[src/rtl/i2s_rx_pkg.sv]
package i2s_rx_pkg;
    // packing codes
    typedef enum logic [2:0] {
        PK_S16 = 3'd0,
        PK_M16 = 3'd1,
        PK_S24 = 3'd2,
        PK_M24 = 3'd3
    } pack_e;

    // channel keep codes
    typedef enum logic [1:0] {
        CH_BOTH  = 2'd0,
        CH_RIGHT = 2'd1,
        CH_LEFT  = 2'd2,
        CH_NONE  = 2'd3
    } chan_e;

    // one captured sample, right-aligned
    typedef struct packed {
        logic        valid;
        logic        right;
        logic [23:0] data;
    } smp_t;
endpackage

[src/rtl/i2s_rx_clkgen.sv]
module i2s_rx_clkgen #(
    parameter int DIVW = 6,
    parameter int BITW = 6
) (
    input  logic            clk,
    input  logic            rst_n,
    input  logic            clr,
    input  logic            run,
    input  logic [DIVW-1:0] pre_div,
    input  logic [DIVW-1:0] bit_div,
    output logic            bck,
    output logic            ws,
    output logic            rise,
    output logic [BITW-1:0] bitpos
);
    localparam int HW = 2 * DIVW + 1;

    typedef struct packed {
        logic [HW-1:0]   cnt;
        logic            bck;
        logic [BITW-1:0] pos;
    } st_t;

    st_t           s_q, s_d;
    logic [HW-1:0] half;
    logic          tick;

    always_comb begin
        half = (HW'(pre_div) + HW'(1)) * (HW'(bit_div) + HW'(1));
        tick = run && (s_q.cnt >= half - HW'(1));
        s_d  = s_q;
        if (clr) begin
            s_d = '0;
        end else if (run) begin
            if (tick) begin
                s_d.cnt = '0;
                s_d.bck = ~s_q.bck;
                if (s_q.bck) s_d.pos = s_q.pos + 1'b1;
            end else begin
                s_d.cnt = s_q.cnt + 1'b1;
            end
        end
    end

    assign rise   = tick && !clr && !s_q.bck;
    assign bck    = s_q.bck;
    assign ws     = s_q.pos[BITW-1];
    assign bitpos = s_q.pos;

    always_ff @(posedge clk or negedge rst_n) begin
        if (!rst_n) s_q <= '0;
        else        s_q <= s_d;
    end

    // a stopped unit holds the bit clock
    p_bck_hold_r1: assert property (@(posedge clk) disable iff (!rst_n)
        (!run && !clr) |=> $stable(bck));

    // word select moves only on a falling bit clock
    p_ws_on_fall_r2: assert property (@(posedge clk) disable iff (!rst_n)
        (!$stable(ws) && $past(!clr)) |-> $fell(bck));
endmodule

[src/rtl/i2s_rx_shift.sv]
module i2s_rx_shift
    import i2s_rx_pkg::*;
#(
    parameter int BITW = 6
) (
    input  logic            clk,
    input  logic            rst_n,
    input  logic            clr,
    input  logic            rise,
    input  logic            sd,
    input  logic            wide,
    input  logic [BITW-1:0] bitpos,
    output smp_t            smp
);
    localparam int OFFW = BITW - 1;

    typedef struct packed {
        logic [22:0] sh;
        smp_t        smp;
    } st_t;

    st_t            s_q, s_d;
    logic [OFFW-1:0] off;
    logic [OFFW-1:0] last;

    always_comb begin
        off  = bitpos[OFFW-1:0];
        last = wide ? OFFW'(24) : OFFW'(16);
        s_d  = s_q;
        s_d.smp.valid = 1'b0;
        if (clr) begin
            s_d = '0;
        end else if (rise && off != '0 && off <= last) begin
            s_d.sh = {s_q.sh[21:0], sd};
            if (off == last) begin
                s_d.smp.valid = 1'b1;
                s_d.smp.right = bitpos[BITW-1];
                s_d.smp.data  = wide ? {s_q.sh, sd} : {8'h00, s_q.sh[14:0], sd};
            end
        end
    end

    assign smp = s_q.smp;

    always_ff @(posedge clk or negedge rst_n) begin
        if (!rst_n) s_q <= '0;
        else        s_q <= s_d;
    end

    // a sample completes only right after a rising bit clock
    p_smp_after_rise_r2: assert property (@(posedge clk) disable iff (!rst_n)
        smp.valid |-> $past(rise));
endmodule

[src/rtl/i2s_rx_pack.sv]
module i2s_rx_pack
    import i2s_rx_pkg::*;
#(
    parameter int EOFW  = 8,
    parameter int WORDW = 32
) (
    input  logic             clk,
    input  logic             rst_n,
    input  logic             clr,
    input  smp_t             smp,
    input  logic [2:0]       pack_mode,
    input  logic [1:0]       chan_mode,
    input  logic [EOFW-1:0]  eof_words,
    input  logic             full,
    output logic             wr,
    output logic [WORDW-1:0] wr_data,
    output logic             eof
);
    typedef struct packed {
        logic             have;
        logic [15:0]      half;
        logic             wr;
        logic [WORDW-1:0] data;
        logic [EOFW-1:0]  cnt;
        logic             eof;
    } st_t;

    st_t  s_q, s_d;
    logic mono, keep, legal;

    always_comb begin
        mono  = (pack_mode == PK_M16) || (pack_mode == PK_M24);
        legal = (pack_mode <= PK_M24);
        case (chan_mode)
            CH_BOTH:  keep = mono ? !smp.right : 1'b1;
            CH_RIGHT: keep = smp.right;
            CH_LEFT:  keep = !smp.right;
            default:  keep = 1'b0;
        endcase

        s_d     = s_q;
        s_d.wr  = 1'b0;
        s_d.eof = 1'b0;

        // count words the FIFO actually took
        if (s_q.wr && !full) begin
            if (eof_words != '0 && (s_q.cnt + 1'b1) >= eof_words) begin
                s_d.cnt = '0;
                s_d.eof = 1'b1;
            end else begin
                s_d.cnt = s_q.cnt + 1'b1;
            end
        end

        if (smp.valid && keep && legal) begin
            case (pack_mode)
                PK_S16: begin
                    if (s_q.have) begin
                        s_d.wr   = 1'b1;
                        s_d.data = {s_q.half, smp.data[15:0]};
                        s_d.have = 1'b0;
                    end else begin
                        s_d.half = smp.data[15:0];
                        s_d.have = 1'b1;
                    end
                end
                PK_M16: begin
                    s_d.wr   = 1'b1;
                    s_d.data = {smp.data[15:0], 16'h0000};
                end
                default: begin
                    s_d.wr   = 1'b1;
                    s_d.data = {8'h00, smp.data};
                end
            endcase
        end

        if (clr) s_d = '0;
    end

    assign wr      = s_q.wr;
    assign wr_data = s_q.data;
    assign eof     = s_q.eof;

    always_ff @(posedge clk or negedge rst_n) begin
        if (!rst_n) s_q <= '0;
        else        s_q <= s_d;
    end

    // end-of-frame is a single-cycle pulse
    p_eof_single_r9: assert property (@(posedge clk) disable iff (!rst_n)
        eof |=> !eof);

    // illegal pack codes never produce a word
    p_wr_legal_r8: assert property (@(posedge clk) disable iff (!rst_n)
        wr |-> $past(pack_mode <= 3'd3));
endmodule

[src/rtl/i2s_rx_fifo.sv]
module i2s_rx_fifo #(
    parameter int DEPTH = 128,
    parameter int WIDTH = 32
) (
    input  logic             clk,
    input  logic             rst_n,
    input  logic             clr,
    input  logic             wr,
    input  logic [WIDTH-1:0] wr_data,
    input  logic             rd,
    output logic [WIDTH-1:0] rd_data,
    output logic             not_empty,
    output logic             full,
    output logic             ovf
);
    localparam int AW = $clog2(DEPTH);
    localparam int CW = AW + 1;

    typedef struct packed {
        logic [AW-1:0] wp;
        logic [AW-1:0] rp;
        logic [CW-1:0] cnt;
        logic          ovf;
    } st_t;

    st_t              s_q, s_d;
    logic [WIDTH-1:0] mem [DEPTH];
    logic             push, pop;

    always_comb begin
        full      = (s_q.cnt == CW'(DEPTH));
        not_empty = (s_q.cnt != '0);
        push      = wr && !full && !clr;
        pop       = rd && not_empty && !clr;
        s_d       = s_q;
        if (clr) begin
            s_d = '0;
        end else begin
            if (push) s_d.wp = (s_q.wp == AW'(DEPTH - 1)) ? '0 : s_q.wp + 1'b1;
            if (pop)  s_d.rp = (s_q.rp == AW'(DEPTH - 1)) ? '0 : s_q.rp + 1'b1;
            if (push && !pop) s_d.cnt = s_q.cnt + 1'b1;
            if (pop && !push) s_d.cnt = s_q.cnt - 1'b1;
            if (wr && full)   s_d.ovf = 1'b1;
        end
    end

    assign rd_data = mem[s_q.rp];
    assign ovf     = s_q.ovf;

    always_ff @(posedge clk) begin
        if (push) mem[s_q.wp] <= wr_data;
    end

    always_ff @(posedge clk or negedge rst_n) begin
        if (!rst_n) s_q <= '0;
        else        s_q <= s_d;
    end

    // occupancy never exceeds the depth
    p_cnt_bound_r10: assert property (@(posedge clk) disable iff (!rst_n)
        s_q.cnt <= CW'(DEPTH));

    // overflow flag is sticky until the FIFO reset
    p_ovf_sticky_r11: assert property (@(posedge clk) disable iff (!rst_n)
        (ovf && !clr) |=> ovf);

    // a full FIFO with no read stays full
    p_full_hold_r11: assert property (@(posedge clk) disable iff (!rst_n)
        (full && !rd && !clr) |=> full);
endmodule

[src/rtl/i2s_rx_master.sv]
module i2s_rx_master
    import i2s_rx_pkg::*;
#(
    parameter int DIVW  = 6,
    parameter int EOFW  = 8,
    parameter int DEPTH = 128
) (
    input  logic            clk,
    input  logic            rst_n,
    input  logic            cfg_start,
    input  logic            cfg_rx_rst,
    input  logic            cfg_fifo_rst,
    input  logic [2:0]      cfg_pack,
    input  logic [1:0]      cfg_chan,
    input  logic [DIVW-1:0] cfg_pre_div,
    input  logic [DIVW-1:0] cfg_bit_div,
    input  logic [EOFW-1:0] cfg_eof_words,
    input  logic            sd_i,
    output logic            bck_o,
    output logic            ws_o,
    input  logic            rd_en,
    output logic [31:0]     rd_data,
    output logic            rd_valid,
    output logic            eof_o,
    output logic            ovf_o
);
    localparam int SLOT_BITS = 32;
    localparam int BITW      = $clog2(2 * SLOT_BITS);
    localparam int WORDW     = 32;

    logic             rise;
    logic [BITW-1:0]  bitpos;
    smp_t             smp;
    logic             wr, full;
    logic [WORDW-1:0] wr_data;
    logic             wide;

    assign wide = cfg_pack[2] | cfg_pack[1];

    i2s_rx_clkgen #(.DIVW(DIVW), .BITW(BITW)) clkgen_i (
        .clk(clk), .rst_n(rst_n), .clr(cfg_rx_rst), .run(cfg_start),
        .pre_div(cfg_pre_div), .bit_div(cfg_bit_div),
        .bck(bck_o), .ws(ws_o), .rise(rise), .bitpos(bitpos)
    );

    i2s_rx_shift #(.BITW(BITW)) shift_i (
        .clk(clk), .rst_n(rst_n), .clr(cfg_rx_rst), .rise(rise), .sd(sd_i),
        .wide(wide), .bitpos(bitpos), .smp(smp)
    );

    i2s_rx_pack #(.EOFW(EOFW), .WORDW(WORDW)) pack_i (
        .clk(clk), .rst_n(rst_n), .clr(cfg_rx_rst), .smp(smp),
        .pack_mode(cfg_pack), .chan_mode(cfg_chan), .eof_words(cfg_eof_words),
        .full(full), .wr(wr), .wr_data(wr_data), .eof(eof_o)
    );

    i2s_rx_fifo #(.DEPTH(DEPTH), .WIDTH(WORDW)) fifo_i (
        .clk(clk), .rst_n(rst_n), .clr(cfg_fifo_rst), .wr(wr), .wr_data(wr_data),
        .rd(rd_en), .rd_data(rd_data), .not_empty(rd_valid), .full(full), .ovf(ovf_o)
    );
endmodule

[config.mk]
export PLATFORM = sky130hd
export DESIGN_NAME = i2s_rx_master
export DESIGN_NICKNAME = d
export VERILOG_FILES = /design/src/rtl/i2s_rx_pkg.sv /design/src/rtl/i2s_rx_clkgen.sv /design/src/rtl/i2s_rx_shift.sv /design/src/rtl/i2s_rx_pack.sv /design/src/rtl/i2s_rx_fifo.sv /design/src/rtl/i2s_rx_master.sv
export SDC_FILE = /design/constraint.sdc
export NUM_CORES = 2
export LEC_CHECK = 0
export CAP_MARGIN = 20
export CORE_ASPECT_RATIO = 1.1
export CORE_MARGIN = 3
export CORE_UTILIZATION = 30
export DETAILED_ROUTE_END_ITERATION = 16
export DONT_BUFFER_PORTS = 1
export GPL_ROUTABILITY_DRIVEN = 0
export PLACE_DENSITY_LB_ADDON = 0.15
export SETUP_SLACK_MARGIN = 0.05
export SYNTH_ARGS = -nofsm -noshare
export SYNTH_HDL_FRONTEND = slang
export SYNTH_SLANG_ARGS = --single-unit
[constraint.sdc]
create_clock -name clk -period 3.6 [get_ports clk]
set_input_delay 0.18 -clock clk [delete_from_list [all_inputs] [get_ports clk]]
set_output_delay 0.18 -clock clk [all_outputs]
set_load 0.02 [all_outputs]
; ---- Yosys cells after proc, flatten, opt, wreduce, memory -nomap -nowiden
; Memories as Yosys holds them, arrays and structs flattened.
; Index checks and enable logic that the tools add are counted.
[op_classes]
addsub = 10
n_mul = 1
n_lt_le_gt_ge = 4
n_eq_ne = 10
mux = 32
bitwise_logic = 2
reduce_logical = 46
[ops]
columns = operator, count
row1 = $mux W49, 2
row2 = $pmux W33 S2, 1
row3 = $mux W59, 1
row4 = $mux W50, 1
row5 = $mux W20, 2
row6 = $mux W7, 5
row7 = $mux W33, 1
row8 = $mux W26, 1
row9 = $mux W24, 1
row10 = $mux W8, 3
row11 = $mux W23, 1
row12 = $reduce_bool A2 Y1, 11
row13 = $mux W17, 1
row14 = $add A8 B1 Y8 const B, 2
row15 = $mux W16, 1
row16 = $reduce_bool A8 Y1, 2
row17 = $logic_and A1 B1 Y1, 15
row18 = $add A6 B1 Y7 const B, 2
row19 = $add A7 B1 Y7 const B, 2
row20 = $eq A7 B7 Y1 const B, 2
row21 = $add A13 B1 Y13 const B, 1
row22 = $ge A13 B13 Y1, 1
row23 = $mul A13 B13 Y13, 1
row24 = $mux W13, 1
row25 = other kinds (29), 44
[totals]
reg_bits = 151
ramBits = 4096
in_bits = 32
output_inout_bits = 37
wordCells = 123
memories = 1
[mem_list]
columns = name, words, width, rd, rd_ports_with_merged_regs, write_ports, line
row1 = fifo_i.mem, 128, 32, 1, 0, 1, i2s_rx_fifo.sv:27  ; logic [WIDTH-1:0] mem [DEPTH];

; ---- Depth between registers and ports, before layout
[depth]
ltp_word = 11
depth_mapped = 28

; ---- Cells and area by module
; Synthesis repeated with hierarchy kept, for this count alone.
[unflattened]
hier_cells = 7977
hier_area_um2 = 167435.6
[modules_own_cells]
columns = mod, instances, cells_each, area_each_um2, seq_area_each_um2
row1 = i2s_rx_fifo, 1, 7106, 158758.5, 123573.5
row2 = i2s_rx_clkgen, 1, 377, 3221.8, 500.5
row3 = i2s_rx_pack, 1, 267, 3059.2, 1476.4
row4 = i2s_rx_shift, 1, 226, 2389.8, 1226.2
row5 = i2s_rx_master, 1, 1, 6.3, 0.0

; ---- Least setup slack after synthesis
; No wires, ideal clock.
[synth_timing]
kind = input to register
from = input cfg_pre_div[0]
to = register shift_i.s_q[28] in the netlist's numbering
arrival_ns = 5.975
required_ns = 3.521
path_slack_ns = -2.454
stages = 24
path_buffers = 1
path_cell_list = ha_1 -> and3_1 -> xnor2_1 -> nor2_1 -> fa_1 -> inv_1 -> fa_1 -> inv_1 -> fa_1 -> inv_1 -> fa_1 -> inv_1 -> ha_1 -> a2111oi_0 -> nor2_1 -> xnor2_1 -> ha_1 -> nand3_1 -> or3_1 -> o21ai_2 -> nand2_1 -> nor3_4 -> buf_4 -> mux2i_1
[synth_between]
elab_chain_len = 10
[synth_lines]
columns = item, line
row1 = from (decl), i2s_rx_master.sv:15  ; input logic [DIVW-1:0] cfg_pre_div,
row2 = $add A6 B1 Y7, i2s_rx_clkgen.sv:29  ; half = (HW'(pre_div) + HW'(1)) * (HW'(bit_div) + HW'(1));
row3 = $mul A13 B13 Y13, i2s_rx_clkgen.sv:29
row4 = $sub A13 B1 Y13, i2s_rx_clkgen.sv:30  ; tick = run && (s_q.cnt >= half - HW'(1));
row5 = $ge A13 B13 Y1, i2s_rx_clkgen.sv:30
row6 = $logic_and A1 B1 Y1, i2s_rx_clkgen.sv:30
row7 = $logic_and A1 B1 Y1 (2 in a row), i2s_rx_clkgen.sv:45  ; assign rise = tick && !clr && !s_q.bck;
row8 = $logic_and A1 B1 Y1 (2 in a row), i2s_rx_shift.sv:33  ; end else if (rise && off != '0 && off <= last) begin
row9 = $reduce_bool A2 Y1 (no source line), --
row10 = to (signal assigned), i2s_rx_shift.sv:46  ; if (!rst_n) s_q <= '0;
row11 = to (signal assigned), i2s_rx_shift.sv:47  ; else s_q <= s_d;
row12 = to (decl), i2s_rx_shift.sv:22  ; st_t s_q, s_d;
; No other way between the ends.
; A chain may end at the register's enable or synchronous reset.

; ---- Worst setup path after layout
[layout_timing]
from = input cfg_pre_div[0]
to = register clkgen_i.s_q (netlist bit clkgen_i.bitpos[2])
[layout_between]
elab_chain_len = 7
[layout_lines]
columns = item, line
row1 = $add A6 B1 Y7, i2s_rx_clkgen.sv:29
row2 = $mul A13 B13 Y13, i2s_rx_clkgen.sv:29
row3 = $sub A13 B1 Y13, i2s_rx_clkgen.sv:30
row4 = $ge A13 B13 Y1, i2s_rx_clkgen.sv:30
row5 = $logic_and A1 B1 Y1, i2s_rx_clkgen.sv:30
row6 = $reduce_bool A2 Y1 (no source line), --
row7 = $reduce_and A3 Y1 (no source line), --
row8 = to (signal assigned), i2s_rx_clkgen.sv:51  ; if (!rst_n) s_q <= '0;
row9 = to (signal assigned), i2s_rx_clkgen.sv:52  ; else s_q <= s_d;
row10 = to (decl), i2s_rx_clkgen.sv:24  ; st_t s_q, s_d;
; No other way between the ends.

==> results.toml <==
[pwr]
comb_power_share_pct = 13.2
peakVddDrop_v = 0.000423
p_per_area_mw_per_mm2 = 552
internal_power_w = 0.0865
p_leak_nw = 73.5
switchingPower_w = 0.0270
pwr-share-clk_pct = 39.7
swShare_pct = 23.8
p_seq_share_pct = 47.1

[yosys]
seq_area_frac_synth_pct = 76.4
synthAdderAreaFrac_pct = 0.860
synthMuxAreaShare_pct = 15.1
synthArstFlopShare_pct = 3.56
synthTopCellsByArea = "edfxtp_1 (74%), mux4_2 (12%), mux2i_1 (3.0%), dfrtp_1 (2.3%), a22oi_1 (0.63%)"
synth_edf_count = 4096
syn-num-nets = 8004
synthXorXnorAreaFrac_pct = 0.275
syn_area_per_cell_sq_um = 21.1
synth_compound_area_share_pct = 3.89
synth_top_cell_area_share_pct = 74.2
synth_top_family_by_area = "multiplexers"
synth-simple-area-share_pct = 1.78
syn_area_sq_mm = 0.166
yosys_warnings = 0
synth.distinct_cells = 67
synth_cells = 7876
ys_seq_elements = 4247
yosys_most_used_dff = "edfxtp_1"
yosys.area.top_type = "edfxtp_1"

[finish]
final_util_pct = 37.5
drive_gt1_share_pct = 35.0
final_cell_mix = "edfxtp_1 (4096), mux4_2 (886), buf_4 (721)"
finalNetCount = 9258
area_growth_pct = 24.0
layout_commonest_cell = "edfxtp_1"

[routing]
dr.pass1.iters = 5
wl_um = 569000
wl_per_cell_um = 33.8
via_count = 87300
drc = 0
ant_nets = 0
via_per_inst = 5.18
first_iter_violations = 8542

[global_routing]
met1_usage_pct = 26.2
antenna_found_initial = 28
grt_pass1_vias = 90300
gr-total-overflow = 0
grt_start_max_net_pins = 152
grt.met3_usage_pct = 2.52
track_usage_pct = 19.9
grt_pass1_wl_um = 774000
grt.busiest_layer = "met2"
use_met2_pct = 34.6

[timing]
worst_slack_ns = -1.10
skew_ns = 0.0623
hold_viol = 0
rsz0062_at_grt = "true"
max_slew_margin_pct = 19.2
tightest_slew_ns = 1.21
maxSlewViolCount = 0
setup_viol = 101
max_freq_ghz = 0.213
tns_ns = -95.50
fin_crit_sh_pct = 130
fin_crit_ns = 4.70
timing.hold.ws_ns = 0.113

[floorplanning]
num_rows = 285
floorplan.initialDensity_pct = 30.2
ios = 69
die_area_sq_mm = 0.562
fp.coreArea_sq_mm = 0.549
die_h_um = 786
die_w_um = 715

[job]
cap_violations = 0

[outcome]
violations = "setup timing"
status = "finished with violations"

[clocking]
htree_levels = 5
insertion_delay_ns = 1.04
cts_root_buf = "clkbuf_16"
cts_tree = "yes"
cts_buffers = 453
cts_buffer_depth = 4
clkSinkCount = 4247
clk_pin_slew_ns = 0.06

[setup_path]
crit_path_max_fanout = 10
worstSetupStartpointType = "input port"
critPathKind = "input port to flop"
cp_data_required_time_ns = 4.52
cp-end-kind = "flop"
cp.arrival_ns = 5.61

[place]
io_buffers = 0
dp_slack_ns = -2.34
dpl.hpwl_um = 342000

[hold_path]
hold_path.class = "input port to flop"
-- flip-flops by register name (all words and copies together), names as in the netlist --
name,cells
clkgen_i.bitpos,6
pack_i.eof,1
pack_i.wr,1
pack_i.s_q,25
shift_i.s_q,23
fifo_i.mem,4096
pack_i.wr_data,32
fifo_i.s_q,22
fifo_i.ovf,1
clkgen_i.s_q,13
shift_i.smp,26
clkgen_i.bck,1
-- cell type report --
cell class / instances / area, sq um
Timing Repair Buffer: 1248 / 14900
Clock buffer: 555 / 11900
Antenna cell: 12 / 30.0
Tap cell: 7318 / 9160
Multi-Input combinational cell: 3107 / 40300
Inverter: 73 / 274
Fill cell: 50200 / 343000
Clock inverter: 272 / 2260
Sequential cell: 4247 / 127000
-- power by group through the flow --
stage	clock network, W	logic, W	registers (W)
6_report	0.0451	0.0149	0.0535
5_1_grt	0.0480	0.0159	0.0534
4_1_cts	0.0461	0.0139	0.0535
3_5_place_dp	0	0.0114	0.0545
3_3_place_gp	0	0.0115	0.0545
2_1_floorplan	0	0.00782	0.0545
-- layer usage --
metal / vias up / share of wire, %
li1: 35600 / -
met1: 48400 / 41
met2: 2653 / 51
met3: 576 / 5.3
met4: 4 / 2.8
met5: - / 0.0037
-- synthesized netlist by cell type (all sizes together), types with 6 or more instances --
cell,count
buf,276
nor2,263
a21o,10
a211oi,15
nand2b,44
or2,9
and3,16
nor2b,29
nor4,6
edfxtp,4096
ha,66
o41ai,8
dfrtp,151
nand2,108
fa,30
nand3b,20
mux2i,502
a21oi,180
a221oi,113
mux4,886
o211ai,10
xnor2,24
a32o,6
nand4,19
o31ai,73
nor3,25
and2,9
or3,9
o22ai,154
a22o,55
xor2,28
a22oi,140
inv,73
a221o,15
o21ai,128
clkbuf,173
o221ai,6
nand3,55
-- final timing paths --
check | start | endpoint | slack, ns | cells after the start
setup / recovery | cfg_pre_div[0] | clkgen_i.bitpos[2] | -1.10 | 27
hold / removal | cfg_fifo_rst | fifo_i.s_q[12] | 0.11 | 3
setup reg to reg | fifo_i.s_q[1] | fifo_i.mem[3][21] | 0.21 | 8
hold reg to reg | pack_i.s_q[57] | pack_i.s_q[57] | 0.51 | 1
max in group asynchronous | rst_n | fifo_i.s_q[13] | 2.44 | 3
min in group asynchronous | rst_n | shift_i.s_q[28] | 0.37 | 3
-- stage by stage --
step | instances | power [W] | area [sq um]
4_1_cts | 16700 | 0.113 | 203000
2_1_floorplan | 7876 | 0.0623 | 166000
3_5_place_dp | 15700 | 0.0659 | 184000
6_report | 16800 | 0.113 | 206000
5_1_grt | 16800 | 0.117 | 206000
3_3_place_gp | 15700 | 0.0660 | 184000
-- cell families (layout without fill, tap and decap cells) --
kind of cell,Yosys count,count (layout)
mux,1393,1393
xor+xnor,52,52
fa+ha+maj,96,96
buf+inv,522,2148
simple gates,623,623
other cells,0,12
flops,4247,4247
compound gates,943,943
-- critical path, cell delays in order --
cell,delay [ns]
ha_4,0.14
and3_4,0.22
xnor2_2,0.12
nor2_1,0.09
fa_1,0.48
inv_1,0.06
fa_1,0.49
inv_1,0.05
fa_1,0.47
inv_1,0.05
fa_1,0.51
inv_2,0.05
ha_4,0.25
a2111oi_4,0.35
o31ai_2,0.12
a21oi_2,0.16
xor2_1,0.17
ha_1,0.26
a21o_1,0.18
a21o_1,0.20
a211oi_2,0.30
o21ai_4,0.15
buf_6,0.14
nand4_1,0.10
buf_4,0.13
xor2_1,0.14
nor2_1,0.06
-- what timing repair did --
item,4_1_cts,5_1_grt
setup endpoints to repair,102,126
hold buffers,40,1
endpoints found under the hold margin,951,69
gates cloned,18,7
resized for setup,445,387
buffers inserted,126,132
pin swaps,60,149
(Power assumes the default switching activity.)
